<file path="config.mk">
export PLATFORM = sky130hd
export DESIGN_NAME = locarb_top
export DESIGN_NICKNAME = d
export VERILOG_FILES = /design/src/rtl/locarb_pkg.sv /design/src/rtl/locarb_sel_reg.sv /design/src/rtl/locarb_own_core.sv /design/src/rtl/locarb_rd_port.sv /design/src/rtl/locarb_top.sv
export SDC_FILE = /design/constraint.sdc
export NUM_CORES = 1
export LEC_CHECK = 0
export ABC_AREA = 1
export BUFFER_PORTS_ARGS = -buffer_cell sky130_fd_sc_hd__buf_2
export CAP_MARGIN = 20
export CORE_AREA = 2 2 61 57
export CTS_CLUSTER_DIAMETER = 120
export CTS_CLUSTER_SIZE = 25
export DETAILED_ROUTE_END_ITERATION = 16
export DIE_AREA = 0 0 63 59
export MAX_ROUTING_LAYER = met4
export PLACE_DENSITY = 0.76
export REMOVE_ABC_BUFFERS = 1
export SYNTH_ARGS = -nofsm -noshare
export SYNTH_HDL_FRONTEND = slang
export SYNTH_SLANG_ARGS = --single-unit
</file>
<file path="constraint.sdc">
create_clock -name clk -period 2.1 [get_ports clk]
set_input_delay 0.105 -clock clk [delete_from_list [all_inputs] [get_ports clk]]
set_output_delay 0.105 -clock clk [all_outputs]
set_load 0.02 [all_outputs]
</file>
<file path="src/rtl/locarb_pkg.sv">
`timescale 1ns/1ps
package locarb_pkg;
  localparam int BIT_EST    = 0;
  localparam int BIT_REQ    = 1;
  localparam int BIT_PEND   = 2;
  localparam int BIT_SEIZE  = 3;
  localparam int BIT_SEIZED = 4;
  localparam int BIT_ACT    = 5;
  localparam int BIT_VALID  = 7;

  localparam int ADDR_ACC = 0;
  localparam int ADDR_SEL = 1;

  typedef struct packed {
    logic release_own;
    logic seize;
    logic request;
    logic clr_seized;
  } acc_cmd_t;
endpackage

</file>
<file path="src/rtl/locarb_sel_reg.sv">
`timescale 1ns/1ps
module locarb_sel_reg #(
  parameter int NUM_LOC = 5,
  parameter int LW      = 3,
  parameter int DW      = 8
) (
  input  logic          clk,
  input  logic          rst,
  input  logic          wr_en,
  input  logic [DW-1:0] wdata,
  output logic [LW-1:0] sel_q
);
  always_ff @(posedge clk) begin
    if (rst) begin
      sel_q <= '0;
    end else if (wr_en && (int'(wdata) < NUM_LOC)) begin
      sel_q <= wdata[LW-1:0];
    end
  end
endmodule

</file>
<file path="src/rtl/locarb_own_core.sv">
`timescale 1ns/1ps
module locarb_own_core
  import locarb_pkg::*;
#(
  parameter int NUM_LOC = 5,
  parameter int LW      = 3
) (
  input  logic               clk,
  input  logic               rst,
  input  logic               acc_wr,
  input  logic [LW-1:0]      wr_loc,
  input  acc_cmd_t           cmd,
  input  logic               hw_seize,
  input  logic               hw_release,
  output logic [LW-1:0]      owner_q,
  output logic               own_vld_q,
  output logic [NUM_LOC-1:0] req_q,
  output logic [NUM_LOC-1:0] seized_q
);
  localparam logic [LW-1:0] HW_LOC = LW'(NUM_LOC - 1);

  logic [LW-1:0]      owner_n, pick;
  logic               vld_n, do_rel;
  logic [NUM_LOC-1:0] req_n, seized_n;

  // highest-numbered waiting locality
  always_comb begin
    pick = '0;
    for (int k = 0; k < NUM_LOC; k++) begin
      if (req_q[k]) pick = LW'(k);
    end
  end

  always_comb begin
    owner_n  = owner_q;
    vld_n    = own_vld_q;
    req_n    = req_q;
    seized_n = seized_q;
    do_rel   = 1'b0;
    if (hw_seize) begin
      if (!(own_vld_q && owner_q == HW_LOC)) begin
        if (own_vld_q) seized_n[owner_q] = 1'b1;
        owner_n         = HW_LOC;
        vld_n           = 1'b1;
        req_n[HW_LOC]   = 1'b0;
      end
    end else if (hw_release) begin
      if (own_vld_q && owner_q == HW_LOC) do_rel = 1'b1;
    end else if (acc_wr) begin
      if (cmd.clr_seized) seized_n[wr_loc] = 1'b0;
      if (cmd.release_own) begin
        if (own_vld_q && owner_q == wr_loc) do_rel = 1'b1;
      end else if (cmd.seize && wr_loc != HW_LOC) begin
        if (!own_vld_q || wr_loc > owner_q) begin
          if (own_vld_q) seized_n[owner_q] = 1'b1;
          owner_n       = wr_loc;
          vld_n         = 1'b1;
          req_n[wr_loc] = 1'b0;
        end
      end else if (cmd.request && wr_loc != HW_LOC) begin
        if (!own_vld_q) begin
          owner_n       = wr_loc;
          vld_n         = 1'b1;
          req_n[wr_loc] = 1'b0;
        end else if (owner_q != wr_loc) begin
          req_n[wr_loc] = 1'b1;
        end
      end
    end
    if (do_rel) begin
      if (|req_q) begin
        owner_n     = pick;
        req_n[pick] = 1'b0;
      end else begin
        vld_n = 1'b0;
      end
    end
  end

  always_ff @(posedge clk) begin
    if (rst) begin
      owner_q   <= '0;
      own_vld_q <= 1'b0;
      req_q     <= '0;
      seized_q  <= '0;
    end else begin
      owner_q   <= owner_n;
      own_vld_q <= vld_n;
      req_q     <= req_n;
      seized_q  <= seized_n;
    end
  end
endmodule

</file>
<file path="src/rtl/locarb_rd_port.sv">
`timescale 1ns/1ps
module locarb_rd_port
  import locarb_pkg::*;
#(
  parameter int NUM_LOC = 5,
  parameter int LW      = 3,
  parameter int AW      = 2,
  parameter int DW      = 8
) (
  input  logic               clk,
  input  logic               rst,
  input  logic               rd_en,
  input  logic [AW-1:0]      addr,
  input  logic [LW-1:0]      sel,
  input  logic [LW-1:0]      owner,
  input  logic               own_vld,
  input  logic [NUM_LOC-1:0] req_q,
  input  logic [NUM_LOC-1:0] seized_q,
  output logic [DW-1:0]      rdata
);
  logic [NUM_LOC-1:0] others;
  logic [DW-1:0]      acc_val;

  always_comb begin
    others       = req_q;
    others[sel]  = 1'b0;
    acc_val      = '0;
    acc_val[BIT_VALID]  = 1'b1;
    acc_val[BIT_EST]    = 1'b1;
    acc_val[BIT_ACT]    = own_vld && (owner == sel);
    acc_val[BIT_SEIZED] = seized_q[sel];
    acc_val[BIT_PEND]   = |others;
    acc_val[BIT_REQ]    = req_q[sel];
  end

  always_ff @(posedge clk) begin
    if (rst) begin
      rdata <= '0;
    end else if (rd_en) begin
      if (addr == AW'(ADDR_ACC))      rdata <= acc_val;
      else if (addr == AW'(ADDR_SEL)) rdata <= DW'(sel);
      else                            rdata <= '1;
    end
  end
endmodule

</file>
<file path="src/rtl/locarb_top.sv">
`timescale 1ns/1ps
module locarb_top
  import locarb_pkg::*;
#(
  parameter int NUM_LOC = 5,
  parameter int AW      = 2,
  parameter int DW      = 8,
  parameter int LW      = $clog2(NUM_LOC)
) (
  input  logic          clk,
  input  logic          rst,
  input  logic          bus_wr,
  input  logic          bus_rd,
  input  logic [AW-1:0] bus_addr,
  input  logic [DW-1:0] bus_wdata,
  output logic [DW-1:0] bus_rdata,
  input  logic          hw_seize,
  input  logic          hw_release,
  output logic [LW-1:0] active_loc,
  output logic          active_vld
);
  logic [LW-1:0]      sel_q;
  logic [NUM_LOC-1:0] req_q, seized_q;
  logic               acc_wr, sel_wr;
  acc_cmd_t           cmd;

  assign acc_wr = bus_wr && (bus_addr == AW'(ADDR_ACC));
  assign sel_wr = bus_wr && (bus_addr == AW'(ADDR_SEL));

  assign cmd.release_own = bus_wdata[BIT_ACT];
  assign cmd.seize       = bus_wdata[BIT_SEIZE];
  assign cmd.request     = bus_wdata[BIT_REQ];
  assign cmd.clr_seized  = bus_wdata[BIT_SEIZED];

  locarb_sel_reg #(.NUM_LOC(NUM_LOC), .LW(LW), .DW(DW)) u_sel (
    .clk(clk), .rst(rst), .wr_en(sel_wr), .wdata(bus_wdata), .sel_q(sel_q)
  );

  locarb_own_core #(.NUM_LOC(NUM_LOC), .LW(LW)) u_core (
    .clk(clk), .rst(rst), .acc_wr(acc_wr), .wr_loc(sel_q), .cmd(cmd),
    .hw_seize(hw_seize), .hw_release(hw_release),
    .owner_q(active_loc), .own_vld_q(active_vld),
    .req_q(req_q), .seized_q(seized_q)
  );

  locarb_rd_port #(.NUM_LOC(NUM_LOC), .LW(LW), .AW(AW), .DW(DW)) u_rd (
    .clk(clk), .rst(rst), .rd_en(bus_rd), .addr(bus_addr), .sel(sel_q),
    .owner(active_loc), .own_vld(active_vld), .req_q(req_q),
    .seized_q(seized_q), .rdata(bus_rdata)
  );
endmodule

</file>
# Yosys cells after proc, flatten, opt, wreduce, memory -nomap -nowiden
# Cells that the tools add are included.
# word_totals
regBits	25
out_inout_bits	12
word_cells	116
# classes
n_lt_le_gt_ge	8
eq_ne	8
muxes	69
bitwise	8
n_reduce_logical	17
# op_table
cell	count
two-way mux 5 bit	23
two-way mux 3 bit	12
two-way mux 1 bit	24
two-way mux 8 bit	2
AND 5 bit	3
OR 5 bit	3
less-than comparator 3 x 4 -> 1 bit (second input constant)	3
logical AND 1 bit	10
inverter 5 bit	2
OR reduction 5 bit	2
demux 1 bit (select 3 bit)	3
>= comparator 3 x 1 -> 1 bit (second input constant)	3
less-than comparator 8 x 3 -> 1 bit (second input constant)	1
binary-select mux 1 bit (select 3 bit)	2
two-way mux 2 bit	2
two-way mux 4 bit	1
!= test 2 bit (second input constant)	2
AND reduction 4 bit	1
equality test 3 bit	1
equality test 3 bit (second input constant)	1
> comparator 3 bit	1
!= test 3 bit	1
!= test 3 bit (second input constant)	1
equality test 2 x 1 -> 1 bit (second input constant)	1
other kinds (5)	5

# Logic depth before layout (Yosys ltp)
# Gate-level depths: netlist of run 1.
# depth
ltp_word	18
mapped_depth	14
ltp_nobuf	14

# Cells and area by module
# Synthesis of run 1 repeated with hierarchy kept, for this count alone.
# unflattened
cells_unflattened	291
area_unflattened_um2	1831.8
# modules_own_cells
mod	n_inst	cells_per_inst	area_each_um2
locarb_own_core	1	163	1052.3
locarb_rd_port	1	89	558.0
locarb_sel_reg	1	34	202.7
locarb_top	1	5	18.8

# Worst setup path before layout of run 1
# Ideal clock, no wire load.
# synth_path
path_kind	flip-flop to flip-flop
from	register u_core.owner_q[2]
to	register u_core.req_q[2]
setup_ns	0.115
arrival_ns	1.676
path_slack_ns	0.309
path_stages_with_launch	12
n_path_buf	0
path_cell_list	dfxtp_1 inv_1 ha_1 nand3_2 clkinv_2 nand2_2 o21ai_4 nand2_4 clkinv_2 nand2_2 o21ai_1 nor2_1
# synth_via
elab_chain_len	12
elab_cells_between_ends	25
classes_between	order compare: 1; eq/ne: 3; mux: 17; bitwise: 1; reduce/logical: 3
# synth_rtl
item	line_no	text
from (decl)	locarb_own_core.sv:15	output logic [LW-1:0] owner_q,
from (signal assigned)	locarb_own_core.sv:87	owner_q <= owner_n;
!= test 3 bit	locarb_own_core.sv:65	end else if (owner_q != wr_loc) begin
two-way mux 5 bit	locarb_own_core.sv:65	
two-way mux 5 bit	locarb_own_core.sv:61	if (!own_vld_q) begin
two-way mux 5 bit	locarb_own_core.sv:60	end else if (cmd.request && wr_loc != HW_LOC) begin
two-way mux 5 bit	locarb_own_core.sv:53	end else if (cmd.seize && wr_loc != HW_LOC) begin
two-way mux 5 bit	locarb_own_core.sv:51	if (cmd.release_own) begin
two-way mux 5 bit	locarb_own_core.sv:49	end else if (acc_wr) begin
two-way mux 5 bit	locarb_own_core.sv:47	end else if (hw_release) begin
two-way mux 4 bit	locarb_own_core.sv:40	if (hw_seize) begin
AND 5 bit (no source line)	n/a	
two-way mux 5 bit	locarb_own_core.sv:71	if (|req_q) begin
two-way mux 5 bit (*)	locarb_own_core.sv:70	if (do_rel) begin
to (signal assigned)	locarb_own_core.sv:89	req_q <= req_n;
to (decl)	locarb_own_core.sv:17	output logic [NUM_LOC-1:0] req_q,
# Mark *: on every way between the ends. The rest lies on a longest branch, timed or not.
# A chain may end at the register's enable or synchronous reset.

# Worst setup path after layout of run 1
# layout_path
from	register u_sel.sel_q[0]
to	register u_core.owner_q[1]
# layout_via
elab_chain_len	10
elab_cells_between_ends	21
classes_between	order compare: 1; eq/ne: 2; mux: 14; reduce/logical: 4
# layout_rtl
item	line_no	text
from (decl)	locarb_sel_reg.sv:11	output logic [LW-1:0] sel_q
from (signal assigned)	locarb_sel_reg.sv:17	sel_q <= wdata[LW-1:0];
> comparator 3 bit or != test 3 bit (tied branches)	locarb_own_core.sv:54, locarb_own_core.sv:53, locarb_own_core.sv:60	
logical OR 1 bit or logical AND 1 bit (tied branches)	locarb_own_core.sv:54, locarb_own_core.sv:60	
two-way mux 3 bit, on equally long branches	locarb_own_core.sv:54, locarb_own_core.sv:60	
two-way mux 3 bit	locarb_own_core.sv:53	
two-way mux 3 bit	locarb_own_core.sv:51	
two-way mux 3 bit	locarb_own_core.sv:49	
two-way mux 3 bit	locarb_own_core.sv:47	
two-way mux 3 bit	locarb_own_core.sv:40	
two-way mux 3 bit	locarb_own_core.sv:71	
two-way mux 3 bit (*)	locarb_own_core.sv:70	
# Marked as above.

==> out/summary.txt, run 1 <==
HPWL after DPL - 3380 um
Worst Reg2Reg Path Length in Cells - 9
syn_area_per_cell - 6.45 sq um
Crit Path Class - flip-flop to flip-flop
die area - 0.00372 sq mm
first-pass GRT wire length - 7320 um
Finished Layout Cells - 324
HP Class - input pin to flip-flop
filler cell count in the final layout - 298
LEAKAGE - 0.897 nW
final core occ - 61.8%
Synth top area share - 29.5%
Root Driver - clkbuf_4
RSZ-0062 raised after global routing - no
Hold Path End - u_rd.rdata[6]$_SDFFE_PP0P_
worst relative slew slack - 74.8%
Critical Path AT - 2.12 ns
Core Area - 0.00302 sq mm
starting density of the core - 53.9%
die height - 59 um
Tightest Pin Transition - 0.377 ns
max-slew violation count - 0
period utilisation layout - 89.9%
Area after DPL - 0.00181 sq mm
leading area contributor after synthesis - dfxtp_1
Fmax achieved - 530 MHz
crit start category - flip-flop
Hold Crit Start - bus_rd
violation count after the first detailed-route iteration - 92
CP Max Fanout - 6
pin count of the biggest net entering global routing - 15
CTS tree - yes
post-CTS setup buffers - 0
reg2reg setup slack - 0.21 ns
Setup crit end kind - flip-flop
vias in the first global route - 1630
CTS buffer count - 3
Worst IR Drop VDD - 301 uV
Max H-tree Level - 1
final instance area - 0.00187 sq mm
#FFs+latches synth - 24
Yosys cell types - 28
final hold vios - 0
DP Cell Count - 320
CTS Buffer Depth - 2
Post-synth EDFFs - 0
later-pin clock latency in the skew report - 0.32 ns
Syn Std Cell Area - 0.00163 sq mm
total number of vias - 1727
area added between synthesis and finish - 14.7%
clk slew on worst S/H paths - 0.14 ns
worst r2r src - u_sel.sel_q[0]$_SDFFE_PP0P_
skew final - 0.00957 ns
area of the multi-input gates - 990 sq um
I/O pins - 28
grt total ovfl - 0
Ys Warns - 0
gpl congestion - 0.911
asr flop ratio synth - 0%
top-count cell post-synth - nand2_1
DR DRC count - 0
Critical Path RT - 2.33 ns
Cell Rows - 19
ant diodes - 0
clock sink total - 24
endpoints failing setup - 0
Top FF cell, synth - dfxtp_1
Critical R2R Capture - u_core.owner_q[1]$_SDFF_PP0_
Avg WL per Cell - 13.3 um
Avg Vias per Cell - 5.33
total iterations of the first detailed-routing run - 4
Routed Antenna Nets - 0
top cells by count, synth - nand2_1, a21oi_1, inv_1
gr usage total - 26.1%
sequential area share after synthesis - 29.5%
proportion of layout cells with a drive suffix above 1 - 23.0%
Final Net Count - 302
number of buffers added on ports - 27
Die Span X - 63 um
ranking of synthesized cells by area - dfxtp_1, nand2_1, a21oi_1
setup TNS - 0 ns
Tmin final - 1.89 ns
Synth Instances - 252
initial antenna violation count - 0
max_cap viols - 0
Reg area - 480 sq um
# hold bufs at CTS - 0
CTS resizes - 0
Post-Route WL - 4320 um
outcome - finished, final reports clean
Hold Path Cell Cnt - 2
Power Dens Cells - 531 mW/mm^2
## sequential cells by signal, summed over array words and instances (netlist names)
register	count
u_core.own_vld_q	1
u_core.owner_q	3
u_core.req_q	5
u_core.seized_q	5
u_rd.rdata	7
u_sel.sel_q	3
## metal layers
| metal | wire, um | share of wire [%] | global-route usage (%) | vias up |
|---|---|---|---|---|
| met4 | 117 | 2.7 | 11.4 | 0 |
| met1 | 2010 | 47 | 33.8 | 759 |
| met3 | 275 | 6.4 | 2.85 | 12 |
| li1 | - | - | - | 896 |
| met2 | 1920 | 44 | 41.8 | 60 |
| met5 | 0 | 0 | - | - |
## cell type report
type / count / area share [%]
Clock inverter: 1 / 1.61
Inverter: 36 / 7.51
Timing Repair Buffer: 29 / 8.05
Tap cell: 42 / 2.82
Clock buffer: 3 / 1.21
Sequential cell: 24 / 25.8
Multi-Input combinational cell: 189 / 53.1
## cells in the final DEF, fill, tap and decap left out, drive strengths merged
master / count
clkbuf: 3
buf: 29
nand2: 69
ha: 3
nand4: 10
nor3: 2
dfxtp: 24
nor2: 24
bufinv: 1
o21bai: 1
nor4: 1
inv: 34
a21oi: 29
nand3: 25
o21ai: 25
clkinv: 2
## how the worst max path moves through the flow
stage / startpoint / endpoint / slack [ns]
2_1_floorplan: u_core.owner_q[2]$_SDFF_PP0_ / u_core.req_q[2]$_SDFF_PP0_ / 0.31
3_3_place_gp: u_sel.sel_q[0]$_SDFFE_PP0P_ / u_core.owner_q[1]$_SDFF_PP0_ / 0.33
3_5_place_dp: u_sel.sel_q[0]$_SDFFE_PP0P_ / u_core.owner_q[1]$_SDFF_PP0_ / 0.28
4_1_cts: u_sel.sel_q[0]$_SDFFE_PP0P_ / u_core.owner_q[1]$_SDFF_PP0_ / 0.24
5_1_grt: u_core.owner_q[2]$_SDFF_PP0_ / u_core.owner_q[1]$_SDFF_PP0_ / 0.02
6_report: u_sel.sel_q[0]$_SDFFE_PP0P_ / u_core.owner_q[1]$_SDFF_PP0_ / 0.21
## kinds of logic (layout without fill, tap and decap cells)
| logic type | after synthesis | after routing | share of synthesized area, % |
|---|---|---|---|
| flops | 24 | 24 | 29.5 |
| fa+ha+maj | 3 | 3 | 2.31 |
| compound gates | 55 | 55 | 18.2 |
| buf+inv | 39 | 69 | 9.62 |
| simple gates | 131 | 131 | 40.3 |
## critical path, stage by stage, from the launching register on
cell	delay (ns)
dfxtp_1	0.45
inv_2	0.12
ha_1	0.31
nand3_2	0.14
clkinv_2	0.10
nand2_2	0.07
o21ai_4	0.23
nand3_2	0.13
o21ai_0	0.20
a21oi_1	0.06
## power by group
group	switching (W)	leakage (nW)	internal [W]	total, W
combinational	0.000116	0.673	0.0000546	0.000170
sequential	0.00000932	0.196	0.000469	0.000478
clock	0.000148	0.0279	0.000193	0.000341
## stage by stage
step	hold slack [ns]	worst slack (ns)	total power [W]
2_1_floorplan	0.174	0.309	0.000594
3_3_place_gp	0.368	0.330	0.000655
3_5_place_dp	0.383	0.279	0.000657
4_1_cts	0.0286	0.240	0.000992
5_1_grt	0.0131	0.0240	0.00104
6_report	0.0440	0.212	0.000990
(Power assumes the default switching activity.)
==> run 2, diff against run 1 <==
Settings changed: PLACE_DENSITY 0.76 to 0.8.
==> run 2 against run 1 <==
Against the previous run:
- sequential share of layout area up 0.33 points
- worst setup slack worse by 0.0023 ns
- power shrank 8.6%
- highest routed layer unchanged
- largest cell class unchanged
- flip-flop and latch count did not move
- first-iteration DRC count up 76%
- via count rose by 4.1%
- sequential power is essentially flat
- core utilization fell by 0.79 points
- cell count decreased by 0.31%
==> out/summary.txt, run 2 (synthesized netlist as in run 1, its figures left out) <==
Finished Layout Cells - 323 (-0.31%)
crit start category - flip-flop
proportion of layout cells with a drive suffix above 1 - 22.8% (-0.27 points)
Power Dens Cells - 491 mW/mm^2 (-7.4%)
LEAKAGE - 0.884 nW (-1.4%)
later-pin clock latency in the skew report - 0.32 ns (about the same)
vias in the first global route - 1687 (+3.5%)
pin count of the biggest net entering global routing - 15 (unchanged)
Tightest Pin Transition - 0.385 ns (+0.00753 ns)
post-CTS setup buffers - 0 (unchanged)
Worst IR Drop VDD - 297 uV (-1.6%)
Avg WL per Cell - 14.2 um (+6.3%)
Area after DPL - 0.00181 sq mm (-0.41%)
final instance area - 0.00184 sq mm (-1.3%)
Biggest register - u_rd.rdata
Final Power - 0.000905 W (-8.6%)
crit path max-delay cell type - dfxtp_1
most frequent cells in the layout - nand2_1, a21oi_1, buf_2
CTS resizes - 0 (unchanged)
total number of vias - 1797 (+4.1%)
violation count after the first detailed-route iteration - 162 (+76%)
die height - 59 um (unchanged)
Critical Path AT - 2.12 ns (about the same)
RSZ-0062 raised after global routing - no
period utilisation layout - 90.0% (+0.11 points)
flip-flop count of the largest register after layout - 7 (unchanged)
setup TNS - 0 ns (unchanged)
final hold vios - 0 (unchanged)
Routed Antenna Nets - 0 (unchanged)
gr usage total - 27.8% (+1.7 points)
DR DRC count - 0 (unchanged)
CTS buffer count - 3 (unchanged)
gpl congestion - 0.917 (+0.60%)
Worst Reg2Reg Path Length in Cells - 11 (+2)
endpoints failing setup - 0 (unchanged)
Root Driver - clkbuf_4
Setup crit end kind - flip-flop
grt total ovfl - 0 (unchanged)
Hold Crit Start - bus_rd
Cell Rows - 19 (unchanged)
CTS tree - yes
Core Area - 0.00302 sq mm (unchanged)
Setup WS post-layout - 0.210 ns (-0.00225 ns)
skew final - 0.00284 ns (-0.00673 ns)
Critical R2R Capture - u_core.req_q[2]$_SDFF_PP0_
I/O pins - 28 (unchanged)
starting density of the core - 53.9% (unchanged)
Crit Path Class - flip-flop to flip-flop
worst relative slew slack - 74.3% (-0.50 points)
area added between synthesis and finish - 13.2%
worst r2r src - u_sel.sel_q[0]$_SDFFE_PP0P_
Tmin final - 1.89 ns (+0.00225 ns)
Die Span X - 63 um (unchanged)
Final Net Count - 301 (-0.33%)
Buf/Inv on CP - 3 (+1)
HP Class - input pin to flip-flop
# hold bufs at CTS - 0 (unchanged)
Critical Path, Cell by Cell - inv_2 -> ha_1 -> nand3_2 -> clkinv_2 -> nand2_2 -> o21ai_4 -> nand2_4 -> clkinv_2 -> nand2_2 -> o21ai_1 -> nor2_1
Top delay family on crit path - flip-flops
DP Cell Count - 319 (-0.31%)
Max H-tree Level - 1 (unchanged)
max-slew violation count - 0 (unchanged)
Worst path max stage delay - 0.45 ns (about the same)
Post-Route WL - 4570 um (+5.9%)
ant diodes - 0 (unchanged)
registers with the most flip-flops - u_rd.rdata: 7 flops, u_core.req_q: 5 flops, u_core.seized_q: 5 flops
clock sink total - 24 (unchanged)
Hold Path End - u_rd.rdata[6]$_SDFFE_PP0P_
CTS Buffer Depth - 2 (unchanged)
Fmax achieved - 529 MHz (-0.12%)
number of buffers added on ports - 27 (unchanged)
initial antenna violation count - 0 (unchanged)
reg2reg setup slack - 0.21 ns (about the same)
commonest non-fill, non-tap cell in the layout - nand2_1
max_cap viols - 0 (unchanged)
die area - 0.00372 sq mm (unchanged)
Critical Path RT - 2.33 ns (about the same)
first-pass GRT wire length - 7760 um (+6.0%)
HPWL after DPL - 3640 um (+7.8%)
Avg Vias per Cell - 5.56 (+4.4%)
Post-Place Setup Slack - 0.294 ns (+0.0142 ns)
CP Max Fanout - 6 (unchanged)
clk slew on worst S/H paths - 0.14 ns (about the same)
total iterations of the first detailed-routing run - 6 (+2)
outcome - finished, final reports clean
Hold Path Cell Cnt - 2 (unchanged)
==> run 2: changes by cell type in the layout (fill, tap and decap cells not counted) <==
cell       previous run  this run
buf_4                 2         1
bufinv_16             1         0
clkbuf_8              0         1
==> run 2: metal layers <==
| metal | vias to the layer above | global-route usage [%] | wire (um) |
|---|---|---|---|
| li1 | 895 | - | - |
| met1 | 811 | 35.2 | 2080 |
| met2 | 81 | 46.0 | 2090 |
| met3 | 10 | 4.94 | 309 |
| met4 | 0 | 7.62 | 88 |
| met5 | - | - | 0 |
==> run 2: worst max-delay path by stage <==
stage                                 start                           end  slack (ns)  cells after the start
2_1_floorplan  u_core.owner_q[2]$_SDFF_PP0_    u_core.req_q[2]$_SDFF_PP0_        0.31                     11
3_3_place_gp    u_sel.sel_q[0]$_SDFFE_PP0P_    u_core.req_q[2]$_SDFF_PP0_        0.33                     11
3_5_place_dp    u_sel.sel_q[0]$_SDFFE_PP0P_    u_core.req_q[2]$_SDFF_PP0_        0.29                     11
4_1_cts         u_sel.sel_q[0]$_SDFFE_PP0P_    u_core.req_q[2]$_SDFF_PP0_        0.26                     11
5_1_grt        u_core.owner_q[2]$_SDFF_PP0_  u_core.owner_q[1]$_SDFF_PP0_         0.1                      9
6_report        u_sel.sel_q[0]$_SDFFE_PP0P_    u_core.req_q[2]$_SDFF_PP0_        0.21                     11
==> run 2: through the flow <==
stage / utilization, % / hold slack (ns)
after floorplan: - / 0.174
after global placement: 59.8 / 0.371
after detailed placement: 59.8 / 0.381
after CTS: 61.0 / 0.0323
after global routing: 61.0 / 0.0370
final: 61.0 / 0.0266
==> run 2: layout make-up <==
class                      count  area, sq um
sequential                    24          480
inverter                      36          140
clock buffer                   4         36.3
fill                         314         1180
multi-input combinational    189          990
timing repair buffer          28          143
tap                           42         52.6
==> run 2: power by group <==
part / switching, W / internal [W] / total (W)
sequential: 0.00000914 / 0.000469 / 0.000478
combinational: 0.000116 / 0.0000546 / 0.000171
clock: 0.000150 / 0.000106 / 0.000256
==> run 2: worst reg2reg max path: cells and delay by family (launching register included) <==
family / cells / cell delay, ns
AOI/OAI and AO/OA: 2 / 0.34
buffers and inverters: 3 / 0.29
adders and majority gates: 1 / 0.30
DFF: 1 / 0.45
and+or+nand+nor: 5 / 0.41
